===== src/rtl/cbw_pkg.sv =====
package cbw_pkg;
  localparam int WORD_W     = 32;
  localparam int SLICE_CNT  = 4;
  localparam int SEL_W      = $clog2(SLICE_CNT);
  localparam int SEL_LSB    = $clog2(WORD_W / 8);
  localparam int REG_ADDR_W = 6;
  localparam int ADDR_LSB   = SEL_LSB + SEL_W;
  localparam int PKT_W      = WORD_W * SLICE_CNT;
  localparam logic [1:0] SIZE_WORD = 2'd2;

  typedef struct packed {
    logic [SLICE_CNT-2:0]  sliceWr;
    logic                  fire;
    logic [REG_ADDR_W-1:0] tgtAddr;
  } cbw_strobe_t;
endpackage


===== src/rtl/cbw_ctrl.sv =====
module cbw_ctrl
  import cbw_pkg::*;
#(
  parameter int ADDR_W = 12,
  parameter logic [REG_ADDR_W-1:0] FRAME_CODE = 6'h01
) (
  input  logic              clk,
  input  logic              rstN,
  input  logic              busValid,
  input  logic              busWrite,
  input  logic              busWindow,
  input  logic [ADDR_W-1:0] busAddr,
  input  logic [1:0]        busSize,
  output cbw_strobe_t       strb,
  output logic              busErr
);
  logic             wrOk;
  logic             errNext;
  logic [SEL_W-1:0] sel;

  assign wrOk    = busValid && busWrite && (busSize == SIZE_WORD);
  assign errNext = busValid && (!busWrite || (busSize != SIZE_WORD));
  assign sel     = busAddr[SEL_LSB +: SEL_W];

  genvar i;
  generate
    for (i = 0; i < SLICE_CNT - 1; i++) begin : g_sel
      assign strb.sliceWr[i] = wrOk && (sel == SEL_W'(i));
    end
  endgenerate

  assign strb.fire    = wrOk && (sel == SEL_W'(SLICE_CNT - 1));
  assign strb.tgtAddr = busWindow ? FRAME_CODE : busAddr[ADDR_LSB +: REG_ADDR_W];

  always_ff @(posedge clk) begin
    if (!rstN) busErr <= 1'b0;
    else       busErr <= errNext;
  end


  read_err_chk: assert property (@(posedge clk) disable iff (!rstN)
    (busValid && !busWrite) |=> busErr);


  bad_size_quiet_chk: assert property (@(posedge clk) disable iff (!rstN)
    (busValid && busSize != SIZE_WORD) |-> (strb.sliceWr == '0 && !strb.fire));
endmodule


===== src/rtl/cbw_dpath.sv =====
module cbw_dpath
  import cbw_pkg::*;
#(
  parameter int NUM_EP = 15
) (
  input  logic                  clk,
  input  logic                  rstN,
  input  cbw_strobe_t           strb,
  input  logic [WORD_W-1:0]     busWdata,
  input  logic [NUM_EP-1:0]     presentMask,
  output logic [REG_ADDR_W-1:0] pktAddr,
  output logic [PKT_W-1:0]      pktData,
  output logic [NUM_EP-1:0]     epValid
);
  localparam int TOP_LSB = WORD_W * (SLICE_CNT - 1);

  logic [SLICE_CNT-2:0][WORD_W-1:0] stage;
  logic [PKT_W-1:0]                 nextData;

  genvar i;
  generate
    for (i = 0; i < SLICE_CNT - 1; i++) begin : g_stage
      always_ff @(posedge clk) begin
        if (!rstN || strb.fire)    stage[i] <= '0;
        else if (strb.sliceWr[i])  stage[i] <= busWdata;
      end
      assign nextData[i*WORD_W +: WORD_W] = stage[i];
    end
  endgenerate
  assign nextData[TOP_LSB +: WORD_W] = busWdata;

  always_ff @(posedge clk) begin
    if (!rstN) begin
      pktAddr <= '0;
      pktData <= '0;
      epValid <= '0;
    end else begin
      epValid <= strb.fire ? presentMask : '0;
      if (strb.fire) begin
        pktAddr <= strb.tgtAddr;
        pktData <= nextData;
      end
    end
  end


  strobe_mask_chk: assert property (@(posedge clk) disable iff (!rstN)
    strb.fire |=> (epValid == $past(presentMask)));


  strobe_idle_chk: assert property (@(posedge clk) disable iff (!rstN)
    !strb.fire |=> (epValid == '0 && $stable(pktData) && $stable(pktAddr)));


  stage_clear_chk: assert property (@(posedge clk) disable iff (!rstN)
    strb.fire |=> (stage == '0));


  top_slice_chk: assert property (@(posedge clk) disable iff (!rstN)
    strb.fire |=> (pktData[TOP_LSB +: WORD_W] == $past(busWdata)));
endmodule


===== src/rtl/cbw_top.sv =====
module cbw_top
  import cbw_pkg::*;
#(
  parameter int ADDR_W = 12,
  parameter int NUM_EP = 15,
  parameter logic [REG_ADDR_W-1:0] FRAME_CODE = 6'h01
) (
  input  logic                  clk,
  input  logic                  rstN,
  input  logic                  busValid,
  input  logic                  busWrite,
  input  logic                  busWindow,
  input  logic [ADDR_W-1:0]     busAddr,
  input  logic [1:0]            busSize,
  input  logic [WORD_W-1:0]     busWdata,
  output logic [WORD_W-1:0]     busRdata,
  output logic                  busErr,
  input  logic [NUM_EP-1:0]     presentMask,
  output logic [REG_ADDR_W-1:0] pktAddr,
  output logic [PKT_W-1:0]      pktData,
  output logic [NUM_EP-1:0]     epValid
);
  cbw_strobe_t strb;

  assign busRdata = '0;

  cbw_ctrl #(.ADDR_W(ADDR_W), .FRAME_CODE(FRAME_CODE)) ctrl_i (
    .clk(clk), .rstN(rstN), .busValid(busValid), .busWrite(busWrite),
    .busWindow(busWindow), .busAddr(busAddr), .busSize(busSize),
    .strb(strb), .busErr(busErr)
  );

  cbw_dpath #(.NUM_EP(NUM_EP)) dpath_i (
    .clk(clk), .rstN(rstN), .strb(strb), .busWdata(busWdata),
    .presentMask(presentMask), .pktAddr(pktAddr), .pktData(pktData),
    .epValid(epValid)
  );


  frame_code_chk: assert property (@(posedge clk) disable iff (!rstN)
    (busValid && busWrite && busSize == SIZE_WORD && busWindow &&
     busAddr[SEL_LSB +: SEL_W] == SEL_W'(SLICE_CNT - 1)) |=> (pktAddr == FRAME_CODE));


  reg_addr_chk: assert property (@(posedge clk) disable iff (!rstN)
    (busValid && busWrite && busSize == SIZE_WORD && !busWindow &&
     busAddr[SEL_LSB +: SEL_W] == SEL_W'(SLICE_CNT - 1))
    |=> (pktAddr == $past(busAddr[ADDR_LSB +: REG_ADDR_W])));
endmodule


===== config.mk =====
export PLATFORM = sky130hd
export DESIGN_NAME = cbw_top
export DESIGN_NICKNAME = d
export VERILOG_FILES = /design/src/rtl/cbw_pkg.sv /design/src/rtl/cbw_ctrl.sv /design/src/rtl/cbw_dpath.sv /design/src/rtl/cbw_top.sv
export SDC_FILE = /design/constraint.sdc
export NUM_CORES = 1
export LEC_CHECK = 0
export BUFFER_PORTS_ARGS = -buffer_cell sky130_fd_sc_hd__buf_2
export CAP_MARGIN = 20
export CORE_MARGIN = 1
export CORE_UTILIZATION = 47
export DETAILED_ROUTE_END_ITERATION = 10
export GPL_TIMING_DRIVEN = 0
export MAX_ROUTING_LAYER = met4
export PLACE_DENSITY = 0.78
export SLEW_MARGIN = 15
export SYNTH_ARGS = -nofsm -noshare
export SYNTH_HDL_FRONTEND = slang
export SYNTH_HIERARCHICAL = 1
export SYNTH_SLANG_ARGS = --single-unit

===== constraint.sdc =====
create_clock -name clk -period 1.4 [get_ports clk]
set_clock_uncertainty 0.2 [all_clocks]
set_input_delay 0.07 -clock clk [delete_from_list [all_inputs] [get_ports clk]]
set_output_delay 0.07 -clock clk [all_outputs]
set_load 0.005 [all_outputs]

# Yosys cells after proc, flatten, opt, wreduce, memory -nomap -nowiden
# Cells that the tools add are included.
dict set report totals {
  word_cells 26
  input_bits 66
  ff_bits 246
  out_inout_bits 182
}
dict set report op_classes {
  n_eq_ne 5
  mux 1
  reduce_logical 13
}
# cell n
set op_table {}
lappend op_table {{logical AND 1 bit} 7}
lappend op_table {{equality test 2 bit (second input constant)} 3}
lappend op_table {{2-to-1 mux 6 bit} 1}
lappend op_table {{equality test 2 x 1 -> 1 bit (second input constant)} 1}
lappend op_table {{logical NOT 1 bit} 2}
lappend op_table {{logical NOT 2 bit} 1}
lappend op_table {{logical OR 1 bit} 2}
lappend op_table {{!= test 2 bit (second input constant)} 1}
lappend op_table {{AND reduction 2 bit} 1}

# Logic depth before layout (Yosys ltp)
dict set report depth {
  depth_word 4
  mapped_depth 8
  ltp_nobuf 4
}

# By module
# Netlist, hierarchy kept.
# mod seq_area_each_um2 instances cells_each area_per_inst_um2
set by_module_without_submodules {}
lappend by_module_without_submodules {cbw_dpath 4904.7 1 777 8851.0}
lappend by_module_without_submodules {cbw_top 0.0 1 33 244.0}
lappend by_module_without_submodules {cbw_ctrl 20.0 1 16 132.6}

# Worst setup path before layout
# Ideal clock, no wire load.
dict set report synth_path {
  kind {input to register}
  from {input busSize[0]}
  to {register dpath_i.stage (netlist bit dpath_i/nextData[51])}
  t_arrival_ns 1.098
  t_required_ns 1.085
  path_buffers 2
  path_stages 6
  path_slack_ns -0.013
  setup_ns 0.115
  path_cell_list {nand4b_4 -> nor3b_2 -> buf_2 -> buf_2 -> mux2i_1 -> nor2_2}
}
# item line_no
set synth_rtl {}
lappend synth_rtl {{start, declared} cbw_top.sv:14} ;# input logic [1:0] busSize,
lappend synth_rtl {{end signal, assigned by index} cbw_dpath.sv:25} ;# else if (strb.sliceWr[i]) stage[i] <= busWdata;
lappend synth_rtl {{end, declared} cbw_dpath.sv:17} ;# logic [SLICE_CNT-2:0][WORD_W-1:0] stage;

==> results.sh <==
export IMPL_critPathLaunchType="primary input"
export IMPL_yosys_warnings=6
export IMPL_relSlewSlack_pct=64.7
export IMPL_grt_max_degree=14
export IMPL_status="finished with violations"
export IMPL_cpPeakStageDelay_ns=0.55
export IMPL_reg2regPathDepth=3
export IMPL_finalInstanceArea_mm2=0.0124
export IMPL_core_area_mm2=0.0190
export IMPL_drc=0
export IMPL_synthesis_area_mm2=0.00923
export IMPL_seq_power_share_pct=47.0
export IMPL_drt_pass1_iterations=4
export IMPL_path_clk_slew_ns=0.06
export IMPL_setup_ws_ns=0.0151
export IMPL_diodes=0
export IMPL_cts_tree="done"
export IMPL_clk_latency_ns=0.51
export IMPL_cts_root_buf="clkbuf_16"
export IMPL_detailedRoute_firstIterationViolations=194
export IMPL_netlist_instances=826
export IMPL_cp_common_cell="buf_2"
export IMPL_worst_slew_pin_slew_ns=0.530
export IMPL_setup_worst_path_end="dpath_i/epValid[2]"
export IMPL_crit_path_start="busSize[0]"
export IMPL_netSwitchingFraction_pct=20.6
export IMPL_io_buffers=211
export IMPL_holdBufCountCts=71
export IMPL_grt_pass1_wl_um=35700
export IMPL_setup_viol=0
export IMPL_hold_viol=13
export IMPL_crit_chain="buf_2, nand4b_4, nor2_1, buf_2, buf_4, and3_1, dlygate4sd3_1"
export IMPL_min_period_ns=1.38
export IMPL_slowest_stage="dlygate4sd3_1"
export IMPL_layoutNonFillerInstCount=1443
export IMPL_switchingPower_w=0.00309
export IMPL_dpl_hpwl_um=15100
export IMPL_endpoint_kind="flop"
export IMPL_dp_cells=1328
export IMPL_start_util_pct=48.7
export IMPL_r2r_start="dpath_i/nextData[64]"
export IMPL_synth_yosys_seq_area_share_pct=53.4
export IMPL_htree_levels=1
export IMPL_track_usage_pct=23.3
export IMPL_cp_num_buf_inv=4
export IMPL_min_from="busAddr[2]"
export IMPL_ir_worst_vdd_mv=0.793
export IMPL_drt_total_wl_um=23000
export IMPL_grt_pass1_vias=6722
export IMPL_fmax_ghz=0.722
export IMPL_ys_ff_latch=246
export IMPL_post_place_ws_ns=-0.414
export IMPL_pwr_share_comb_pct=5.0
export IMPL_holdWs_ns=-0.0846
export IMPL_crit_arrival_ns=1.64
export IMPL_violations="hold timing"
export IMPL_reg2reg_to="dpath_i/nextData[64]"
export IMPL_num_rows=50
export IMPL_cts_sinks=246
export IMPL_num_vias=6743
export IMPL_r2r_slack_ns=0.07
export IMPL_numCtsBuffers=26
export IMPL_die_area_mm2=0.0202
export IMPL_hold_class="primary input to flop"
export IMPL_critPathMaxFanout=10
export IMPL_cp_depth=7
export IMPL_p_int_w=0.0119
export IMPL_place_area_mm2=0.0107
export IMPL_drv_slew=0
export IMPL_die_w_um=142
export IMPL_ys_top_cells_by_area="dfxtp_1 (53%), mux2i_1 (25%), nor2b_1 (9.4%)"
export IMPL_yosysTopAreaCell="dfxtp_1"
export IMPL_powerDensity_mw_per_mm2=1210
export IMPL_place_congestion=0.783
export IMPL_viasPerCell=4.67
export IMPL_critical_path_top_delay_family="buffers and inverters"
export IMPL_final_antenna_net_count=0
export IMPL_multi_input_area_mm2=0.00386
export IMPL_crit_type="primary input to flop"
export IMPL_yosysUniqueCellTypes=19
export IMPL_fp_dieH_um=142
export IMPL_fin_crit_sh_pct=98.9
export IMPL_clockPowerShare_pct=48.0
export IMPL_boundaryPins=248
export IMPL_layout_nets=1230
export IMPL_crit_required_ns=1.66
export IMPL_cts_buffer_depth=3
export IMPL_rsz0062_at_grt="yes"
export IMPL_area_growth_pct=34.0
export IMPL_seqCellArea_mm2=0.00493
export IMPL_drv_cap=0
export IMPL_drive_gt1_share_pct=29.3
export IMPL_yosysTopAreaCellShare_pct=53.4
export IMPL_grt_overflow_total=0
export IMPL_antenna_found_initial=0
export IMPL_layout_commonest_cell="dfxtp_1"
export IMPL_p_leak_nw=5.08
export IMPL_fill_cells=1474
export IMPL_wl_per_cell_um=16.0
export IMPL_final_cell_mix="dfxtp_1 (245), buf_2 (231), mux2i_1 (230)"
export IMPL_syn_area_per_cell_um2=11.2
==> worst register-to-register path, delay by kind of cell (launching register included) <==
kind	cells	cell delay, ns
buf+inv	1	0.56
flops	1	0.31
mux	1	0.11
simple gates	1	0.04
==> worst min path at each step <==
stage                     cells past startpoint                    to  slack [ns]
after floorplan                               1         ctrl_i/busErr       -0.03
after global placement                        2         ctrl_i/busErr        0.11
after detailed placement                      2    dpath_i/epValid[5]        0.11
after CTS                                     5  dpath_i/nextData[32]       -0.07
after global routing                          5  dpath_i/nextData[31]       -0.04
final                                         5  dpath_i/nextData[31]       -0.08
==> synthesized netlist by cell type <==
cell type,n
a31oi_1,1
and3_1,15
buf_2,25
buf_4,43
buf_6,5
clkbuf_1,15
conb_1,1
dfxtp_1,246
inv_1,1
mux2i_1,230
nand2_1,2
nand2b_1,1
nand4b_4,1
nor2_1,87
nor2_2,10
nor2b_1,139
nor3_1,1
nor3b_2,2
or2_2,1
==> final cells by class <==
| cell class | count | area share [%] |
|---|---|---|
| Inverter | 1 | 0.0304 |
| Clock inverter | 8 | 0.982 |
| Sequential cell | 246 | 39.8 |
| Timing Repair Buffer | 279 | 14.2 |
| Multi-Input combinational cell | 522 | 31.3 |
| Tap cell | 260 | 2.63 |
| Buffer | 88 | 4.61 |
| Clock buffer | 39 | 6.48 |
==> kinds of logic after synthesis <==
kind of cell	synth area share (%)
and+or+nand+nor	15.5
buffers and inverters	6.12
muxes	24.9
other	0.0406
AOI/OAI and AO/OA	0.0678
DFF	53.4
==> metal layers <==
| metal | vias up | share of wire, % | global-route usage (%) |
|---|---|---|---|
| met5 | - | 0 | - |
| met4 | 0 | 2.4 | 6.79 |
| met3 | 47 | 5.8 | 4.31 |
| met2 | 201 | 48 | 39.7 |
| met1 | 3154 | 44 | 28.1 |
| li1 | 3341 | - | - |
==> timing repair <==
| action | in CTS | in global routing |
|---|---|---|
| gates resized for setup | 0 | 14 |
| setup endpoints to repair | 0 | 13 |
| setup buffers | 0 | 3 |
| hold endpoints to repair | 152 | 2 |
==> power by group through the flow <==
stage | Combinational, W | Sequential (W) | Clock (W)
finish | 0.000754 | 0.00705 | 0.00721
global route | 0.000816 | 0.00704 | 0.00766
CTS | 0.000743 | 0.00704 | 0.00736
detailed placement | 0.000603 | 0.00720 | 0
global placement | 0.000598 | 0.00720 | 0
floorplan | 0.000346 | 0.00720 | 0
==> flip-flops by register name, summed over array words and instances, names as in the netlist <==
| signal | count |
|---|---|
| dpath_i/pktAddr | 6 |
| ctrl_i/busErr | 1 |
| dpath_i/epValid | 15 |
| dpath_i/nextData | 96 |
| dpath_i/pktData | 128 |
==> per-stage QoR <==
stage          hold slack (ns)  TNS (ns)  util, %  total power [W]
5_1_grt                -0.0385   -0.0531     65.2           0.0155
3_5_place_dp             0.112    -77.71     56.6          0.00780
4_1_cts                -0.0700         0     65.2           0.0151
2_1_floorplan          -0.0321    -0.128        -          0.00754
3_3_place_gp             0.107    -72.94     56.6          0.00780
6_report               -0.0846         0     65.2           0.0150
Note: power is estimated with default switching activity, not from simulation.
